File: config.mk
export PLATFORM = sky130hd
export DESIGN_NAME = mdio_c22_master
export DESIGN_NICKNAME = d
export VERILOG_FILES = /design/src/rtl/mdio_pkg.sv /design/src/rtl/mdio_mdc_gen.sv /design/src/rtl/mdio_frame_fsm.sv /design/src/rtl/mdio_c22_master.sv
export SDC_FILE = /design/constraint.sdc
export NUM_CORES = 1
export LEC_CHECK = 0
export BUFFER_PORTS_ARGS = -buffer_cell sky130_fd_sc_hd__buf_2
export CORE_ASPECT_RATIO = 1.2
export CORE_MARGIN = 8
export CORE_UTILIZATION = 30
export DETAILED_ROUTE_END_ITERATION = 10
export SLEW_MARGIN = 5
export SYNTH_ARGS = -nofsm -noshare
export SYNTH_HDL_FRONTEND = slang
export SYNTH_SLANG_ARGS = --single-unit
File: constraint.sdc
create_clock -name clk -period 4.6 [get_ports clk]
set_clock_uncertainty 0.2 [all_clocks]
set_input_delay 0.92 -clock clk [delete_from_list [all_inputs] [get_ports clk]]
set_output_delay 0.92 -clock clk [all_outputs]
set_load 0.01 [all_outputs]
File: src/rtl/mdio_pkg.sv
package mdio_pkg;

    typedef enum logic [2:0] {
        S_IDLE,
        S_PRE,
        S_HDR,
        S_TA,
        S_DATA
    } mdio_state_e;

    localparam int ADDR_W   = 5;
    localparam int DATA_W   = 16;
    localparam int CMD_W    = 27;
    localparam int STAT_W   = 32;

    localparam int PRE_BITS = 32;
    localparam int HDR_BITS = 14;
    localparam int TA_BITS  = 2;
    localparam int CNT_W    = 5;

    localparam int F_DATA_LSB = 0;
    localparam int F_PHY_LSB  = 16;
    localparam int F_REG_LSB  = 21;
    localparam int F_OP_BIT   = 26;
    localparam int F_VLD_BIT  = 27;
    localparam int F_BSY_BIT  = 28;

    localparam logic [1:0] START_CODE = 2'b01;
    localparam logic [1:0] OPC_READ   = 2'b10;
    localparam logic [1:0] OPC_WRITE  = 2'b01;

endpackage

File: src/rtl/mdio_mdc_gen.sv
module mdio_mdc_gen #(
    parameter int DIV_W = 8
) (
    input  logic             clk,
    input  logic             rst_n,
    input  logic             run,
    input  logic [DIV_W-1:0] half_m1,
    output logic             mdc,
    output logic             rise_tick,
    output logic             fall_tick
);

    logic [DIV_W-1:0] cnt;
    logic             tick;

    always_comb begin
        tick      = run && (cnt == half_m1);
        rise_tick = tick && !mdc;
        fall_tick = tick && mdc;
    end

    always_ff @(posedge clk or negedge rst_n) begin
        if (!rst_n) begin
            cnt <= '0;
            mdc <= 1'b0;
        end else if (!run) begin
            cnt <= '0;
            mdc <= 1'b0;
        end else if (tick) begin
            cnt <= '0;
            mdc <= !mdc;
        end else begin
            cnt <= cnt + 1'b1;
        end
    end

    // clock line rests low whenever no frame runs
    assert_mdc_idle_low_R4: assert property (@(posedge clk) disable iff (!rst_n)
        !run |-> !mdc);

    // a rising clock edge only follows a running cycle
    assert_mdc_rise_in_frame_R4: assert property (@(posedge clk) disable iff (!rst_n)
        $rose(mdc) |-> $past(run));

endmodule

File: src/rtl/mdio_frame_fsm.sv
module mdio_frame_fsm
    import mdio_pkg::*;
(
    input  logic              clk,
    input  logic              rst_n,
    input  logic              go,
    input  logic              is_read,
    input  logic [ADDR_W-1:0] phy_addr,
    input  logic [ADDR_W-1:0] reg_addr,
    input  logic [DATA_W-1:0] wr_data,
    input  logic              rise_tick,
    input  logic              fall_tick,
    input  logic              mdio_in,
    output logic              busy,
    output logic              frame_end,
    output logic [DATA_W-1:0] rd_data,
    output logic              mdio_out,
    output logic              mdio_oe
);

    mdio_state_e       state, state_nx;
    logic [CNT_W-1:0]  bitcnt;
    logic [CNT_W-1:0]  last_idx;
    logic [DATA_W-1:0] shreg;
    logic [DATA_W-1:0] cap;
    logic [DATA_W-1:0] hdr_word;
    logic              phase_last;

    always_comb begin
        hdr_word = {START_CODE, (is_read ? OPC_READ : OPC_WRITE), phy_addr, reg_addr, 2'b00};
    end

    always_comb begin
        unique case (state)
            S_PRE:   last_idx = CNT_W'(PRE_BITS - 1);
            S_HDR:   last_idx = CNT_W'(HDR_BITS - 1);
            S_TA:    last_idx = CNT_W'(TA_BITS - 1);
            S_DATA:  last_idx = CNT_W'(DATA_W - 1);
            default: last_idx = '0;
        endcase
        phase_last = fall_tick && (bitcnt == last_idx);
    end

    // next-state logic: named transitions
    always_comb begin
        state_nx = state;
        unique case (state)
            S_IDLE:  if (go)         state_nx = S_PRE;   // LAUNCH
            S_PRE:   if (phase_last) state_nx = S_HDR;   // PRE_DONE
            S_HDR:   if (phase_last) state_nx = S_TA;    // HDR_DONE
            S_TA:    if (phase_last) state_nx = S_DATA;  // TA_DONE
            S_DATA:  if (phase_last) state_nx = S_IDLE;  // FRAME_END
            default: state_nx = S_IDLE;
        endcase
    end

    // state register
    always_ff @(posedge clk or negedge rst_n) begin
        if (!rst_n) state <= S_IDLE;
        else        state <= state_nx;
    end

    // bit counter, transmit shifter and receive capture
    always_ff @(posedge clk or negedge rst_n) begin
        if (!rst_n) begin
            bitcnt <= '0;
            shreg  <= '0;
            cap    <= '0;
        end else begin
            if (state == S_IDLE && go) begin
                bitcnt <= '0;
            end else if (fall_tick) begin
                if (phase_last) begin
                    bitcnt <= '0;
                    if (state == S_PRE) shreg <= hdr_word;
                    if (state == S_TA)  shreg <= wr_data;
                end else begin
                    bitcnt <= bitcnt + 1'b1;
                    if (state == S_HDR || state == S_DATA)
                        shreg <= {shreg[DATA_W-2:0], 1'b0};
                end
            end
            if (rise_tick && state == S_DATA && is_read)
                cap <= {cap[DATA_W-2:0], mdio_in};
        end
    end

    // outputs
    always_comb begin
        busy      = (state != S_IDLE);
        frame_end = (state == S_DATA) && phase_last;
        rd_data   = cap;
        unique case (state)
            S_PRE:   begin mdio_oe = 1'b1;     mdio_out = 1'b1;                            end
            S_HDR:   begin mdio_oe = 1'b1;     mdio_out = shreg[DATA_W-1];                 end
            S_TA:    begin mdio_oe = !is_read; mdio_out = !is_read && (bitcnt == '0);      end
            S_DATA:  begin mdio_oe = !is_read; mdio_out = !is_read && shreg[DATA_W-1];     end
            default: begin mdio_oe = 1'b0;     mdio_out = 1'b0;                            end
        endcase
    end

    // checker: count falling edges inside a frame
    logic [6:0] falls_seen;
    always_ff @(posedge clk or negedge rst_n) begin
        if (!rst_n)                     falls_seen <= '0;
        else if (state == S_IDLE && go) falls_seen <= '0;
        else if (fall_tick)             falls_seen <= falls_seen + 1'b1;
    end

    // a frame spans 64 bit periods, so 63 falls precede the final one
    assert_frame_bits_R5: assert property (@(posedge clk) disable iff (!rst_n)
        frame_end |-> (falls_seen == 7'd63));

    // after launch, phases only advance on a falling clock edge
    assert_step_on_fall_R5: assert property (@(posedge clk) disable iff (!rst_n)
        (($past(state) != S_IDLE) && (state != $past(state))) |-> $past(fall_tick));

endmodule

File: src/rtl/mdio_c22_master.sv
module mdio_c22_master
    import mdio_pkg::*;
#(
    parameter int DIV_W = 8
) (
    input  logic              clk,
    input  logic              rst_n,
    input  logic [DIV_W-1:0]  cfg_div,
    input  logic              reg_wr_en,
    input  logic [CMD_W-1:0]  reg_wdata,
    output logic [STAT_W-1:0] reg_rdata,
    output logic              mdc,
    output logic              mdio_out,
    output logic              mdio_oe,
    input  logic              mdio_in
);

    logic              busy;
    logic              accept;
    logic              frame_end;
    logic              rise_tick;
    logic              fall_tick;
    logic [DATA_W-1:0] rd_data;

    logic [DATA_W-1:0] data_q;
    logic [ADDR_W-1:0] phy_q;
    logic [ADDR_W-1:0] reg_q;
    logic              rd_q;
    logic              valid_q;
    logic [DIV_W-1:0]  div_q;

    assign accept = reg_wr_en && !busy;

    always_ff @(posedge clk or negedge rst_n) begin
        if (!rst_n) begin
            data_q  <= '0;
            phy_q   <= '0;
            reg_q   <= '0;
            rd_q    <= 1'b0;
            valid_q <= 1'b0;
            div_q   <= '0;
        end else if (accept) begin
            data_q  <= reg_wdata[F_DATA_LSB +: DATA_W];
            phy_q   <= reg_wdata[F_PHY_LSB +: ADDR_W];
            reg_q   <= reg_wdata[F_REG_LSB +: ADDR_W];
            rd_q    <= reg_wdata[F_OP_BIT];
            valid_q <= 1'b0;
            div_q   <= cfg_div;
        end else if (frame_end && rd_q) begin
            data_q  <= rd_data;
            valid_q <= 1'b1;
        end
    end

    always_comb begin
        reg_rdata = '0;
        reg_rdata[F_DATA_LSB +: DATA_W] = data_q;
        reg_rdata[F_PHY_LSB +: ADDR_W]  = phy_q;
        reg_rdata[F_REG_LSB +: ADDR_W]  = reg_q;
        reg_rdata[F_OP_BIT]             = rd_q;
        reg_rdata[F_VLD_BIT]            = valid_q;
        reg_rdata[F_BSY_BIT]            = busy;
    end

    mdio_mdc_gen #(.DIV_W(DIV_W)) u_mdc (
        .clk       (clk),
        .rst_n     (rst_n),
        .run       (busy),
        .half_m1   (div_q),
        .mdc       (mdc),
        .rise_tick (rise_tick),
        .fall_tick (fall_tick)
    );

    mdio_frame_fsm u_fsm (
        .clk       (clk),
        .rst_n     (rst_n),
        .go        (accept),
        .is_read   (rd_q),
        .phy_addr  (phy_q),
        .reg_addr  (reg_q),
        .wr_data   (data_q),
        .rise_tick (rise_tick),
        .fall_tick (fall_tick),
        .mdio_in   (mdio_in),
        .busy      (busy),
        .frame_end (frame_end),
        .rd_data   (rd_data),
        .mdio_out  (mdio_out),
        .mdio_oe   (mdio_oe)
    );

    // a write during a frame leaves every command field untouched
    assert_busy_write_ignored_R9: assert property (@(posedge clk) disable iff (!rst_n)
        (reg_wr_en && busy && !frame_end) |=> (reg_rdata[CMD_W-1:0] == $past(reg_rdata[CMD_W-1:0])));

    // acceptance clears read-valid and raises busy
    assert_valid_cleared_R8: assert property (@(posedge clk) disable iff (!rst_n)
        (reg_wr_en && !busy) |=> (!reg_rdata[F_VLD_BIT] && reg_rdata[F_BSY_BIT]));

    // read-valid only appears as a read frame completes
    assert_valid_on_read_end_R8: assert property (@(posedge clk) disable iff (!rst_n)
        $rose(reg_rdata[F_VLD_BIT]) |-> ($fell(reg_rdata[F_BSY_BIT]) && reg_rdata[F_OP_BIT]));

    // the sampled divider holds for the whole frame
    assert_div_held_R10: assert property (@(posedge clk) disable iff (!rst_n)
        (busy && $past(busy)) |-> $stable(div_q));

endmodule

==> qor.yml <==
run_status: "complete, no violations"
num_rows: 46
hold_violations: 0
max_slew_margin_pct: 29.2
worstMarginPinSlew_ns: 1.06
p_leak_nw: 2.25
yosysTopAreaCell: "dfrtp_1"
pre_cts_ws_ns: 1.21
cts_setup_buffers: 0
synth.avg_cell_area_sq_um: 10.6
syn2layout_area_growth_pct: 19.0
ys.flop_type: "dfrtp_1"
diodes: 0
drt-initial-drc-count: 85
cts_tree: "done"
grt_start_max_net_pins: 86
cp_num_buf_inv: 1
final_cell_mix: "85 x dfrtp_1, 69 x buf_2, 35 x mux2_2"
netSwitchingFraction_pct: 29.4
die-height_um: 144
clk_pin_slew_ns: 0.06
fin_ws_ns: 1.14
core-area_sq_um: 13200
slowest_stage: "nand3_2"
start_kind: "flip-flop"
firstDrtPassIters: 4
p_int_mw: 1.42
cts_root_buffer: "clkbuf_16"
grt_pass1_wl_mm: 15.9
synth_area_sq_um: 4080
grt_pass1_vias: 3190
netlist_instances: 385
netlist_top_cells_area: "dfrtp_1 52%, mux2_2 9.7%, mux2i_1 3.7%"
hpwlAfterDp_mm: 6.71
cts_resized: 0
synth_top_area_share_pct: 52.1
end_kind: "flip-flop"
cts_hold_buf: 0
critPathKind: "reg2reg"
num_vias: 3033
vias_per_cell: 4.91
critPathTopFamily: "compound AO/OA/AOI/OAI gates"
start_util_pct: 30.9
crit_fanout: 33
tns_ns: 0
die_w_um: 123
clockBufferDepth: 2
fin_crit_sh_pct: 75.2
setup_viol: 0
port_buffers: 70
clkPwrFrac_pct: 37.4
cp_cell_sequence: "nor3_4, inv_2, a2111o_1, a32oi_4, nand3_2, o22ai_1, a31oi_1"
slew_violations: 0
synth_cell_types: 46
vdd.ir_drop.worst_mv: 0.204
final_common_cell: "dfrtp_1"
synth_edf_count: 0
power_frac_seq_pct: 46.9
p_comb_share_pct: 15.7
grt_overflow: 0
grt_setup_unrepaired: "no"
wirelength_mm: 9.63
drc: 0
synth_seq_cells: 85
slowest_delay_ns: 0.69
gp_congestion: 0.759
cts_max_level: 3
arrival_ns: 3.45
final_antenna_net_count: 0
io_pins: 74
fillers: 1345
final_nets: 487
synth.yosys.seq_area_share_pct: 52.1
ys_warn_count: 0
grt_usage_pct: 11.4
min_path_type: "reg2reg"
crit_required_ns: 4.59
fin_crit_ns: 3.46
clkSinkCount: 85
grt_antenna_before_repair: 0
synth-async-reset-ratio_pct: 100
power_density_nw_per_um2: 413
timing.fmax_mhz: 289
wl_per_cell_um: 15.6
clock_latency_ns: 0.34
drive_gt1_share_pct: 29.6
fp.dieArea_sq_um: 17600
max-cap-violations: 0
cts_inserted_buffers: 9
p_sw_uw: 591
-- cells in the mapped netlist, drive strengths merged, types with 2 or more instances --
| cell type | count |
|---|---|
| dfrtp | 85 |
| mux2 | 35 |
| nor2 | 34 |
| o21ai | 32 |
| nand2 | 26 |
| nand3 | 22 |
| a21oi | 18 |
| o22ai | 18 |
| clkbuf | 15 |
| mux2i | 15 |
| buf | 12 |
| xnor2 | 11 |
| inv | 7 |
| and3 | 6 |
| nor2b | 6 |
| xor2 | 6 |
| nor3 | 4 |
| a31oi | 3 |
| ha | 3 |
| nand4 | 3 |
| a211oi | 2 |
| a32oi | 2 |
| and2 | 2 |
| nand2b | 2 |
| nor4b | 2 |
| o31ai | 2 |
-- worst reg2reg max path, stage by stage, from the launching register on --
cell and delay (ns):
dfrtp_1 0.59, nor3_4 0.34, inv_2 0.11, a2111o_1 0.41, a32oi_4 0.53, nand3_2 0.70, o22ai_1 0.36, a31oi_1 0.08
-- flip-flops by register name (all words and copies together), names as in the netlist, 3 cells and up --
signal / flops
u_fsm.shreg: 16
u_fsm.state: 3
div_q: 8
phy_q: 5
u_mdc.cnt: 8
u_fsm.rd_data: 16
u_fsm.bitcnt: 5
reg_q: 5
data_q: 16
-- per-layer routing --
| layer | GRT usage (%) | vias up | part of all wire [%] |
|---|---|---|---|
| met5 | 0 | - | 0 |
| met4 | 4.63 | 0 | 1.3 |
| met3 | 3.14 | 10 | 4.7 |
| met2 | 18.2 | 71 | 48 |
| met1 | 14.1 | 1472 | 46 |
| li1 | - | 1480 | - |
-- per-stage QoR --
| stage | instances | cell area, sq um | util (%) | hold slack, ns | total power [mW] |
|---|---|---|---|---|---|
| 4_1_cts | 618 | 4860 | 36.7 | 0.281 | 2.03 |
| 5_1_grt | 618 | 4860 | 36.7 | 0.308 | 2.11 |
| 3_3_place_gp | 602 | 4550 | 34.4 | 0.265 | 1.26 |
| 6_report | 618 | 4860 | 36.7 | 0.280 | 2.01 |
| 3_5_place_dp | 602 | 4550 | 34.4 | 0.268 | 1.27 |
| 2_1_floorplan | 387 | 4090 | - | 0.248 | 1.14 |
-- cells by family (layout without fill, tap and decap cells) --
family | after synthesis | after routing | synth area share (%)
multiplexers | 50 | 50 | 13.3
buffers and inverters | 34 | 97 | 4.14
flip-flops | 85 | 85 | 52.1
AND/OR/NAND/NOR | 112 | 112 | 13.4
AO/OA/AOI/OAI | 83 | 83 | 12.4
XOR/XNOR | 17 | 17 | 3.65
adder cells (fa/ha/maj) | 3 | 3 | 0.919
other | 1 | 3 | 0.0918
-- cell type report --
class	count	area [sq um]	share of cell area, %
clock buffers	9	225	4.64
clock inverters	7	82.6	1.70
inverters	7	26.3	0.541
multi-input cells	268	1800	37.1
flip-flops and latches	85	2130	43.8
well taps	168	210	4.33
repair buffers	74	383	7.88
-- final timing paths --
check	from	endpoint	slack [ns]	cells past startpoint
min in group asynchronous	rst_n	u_fsm.rd_data[0]	0.56	1
min reg2reg	u_fsm.shreg[14]	u_fsm.shreg[14]	0.28	2
min	u_fsm.shreg[14]	u_fsm.shreg[14]	0.28	2
max reg2reg	u_fsm.state[1]	data_q[0]	1.14	7
max	u_fsm.state[1]	data_q[0]	1.14	7
max in group asynchronous	rst_n	phy_q[3]	2.95	1
-- power by group through the flow --
stage                     clock (mW)  combinational (mW)  sequential, mW
after floorplan                    0               0.202           0.939
after global placement             0               0.310           0.953
after detailed placement           0               0.318           0.954
after CTS                      0.766               0.321           0.941
after global routing           0.796               0.360           0.957
final                          0.751               0.314           0.942
No activity file was read; power rests on OpenSTA's default activity.
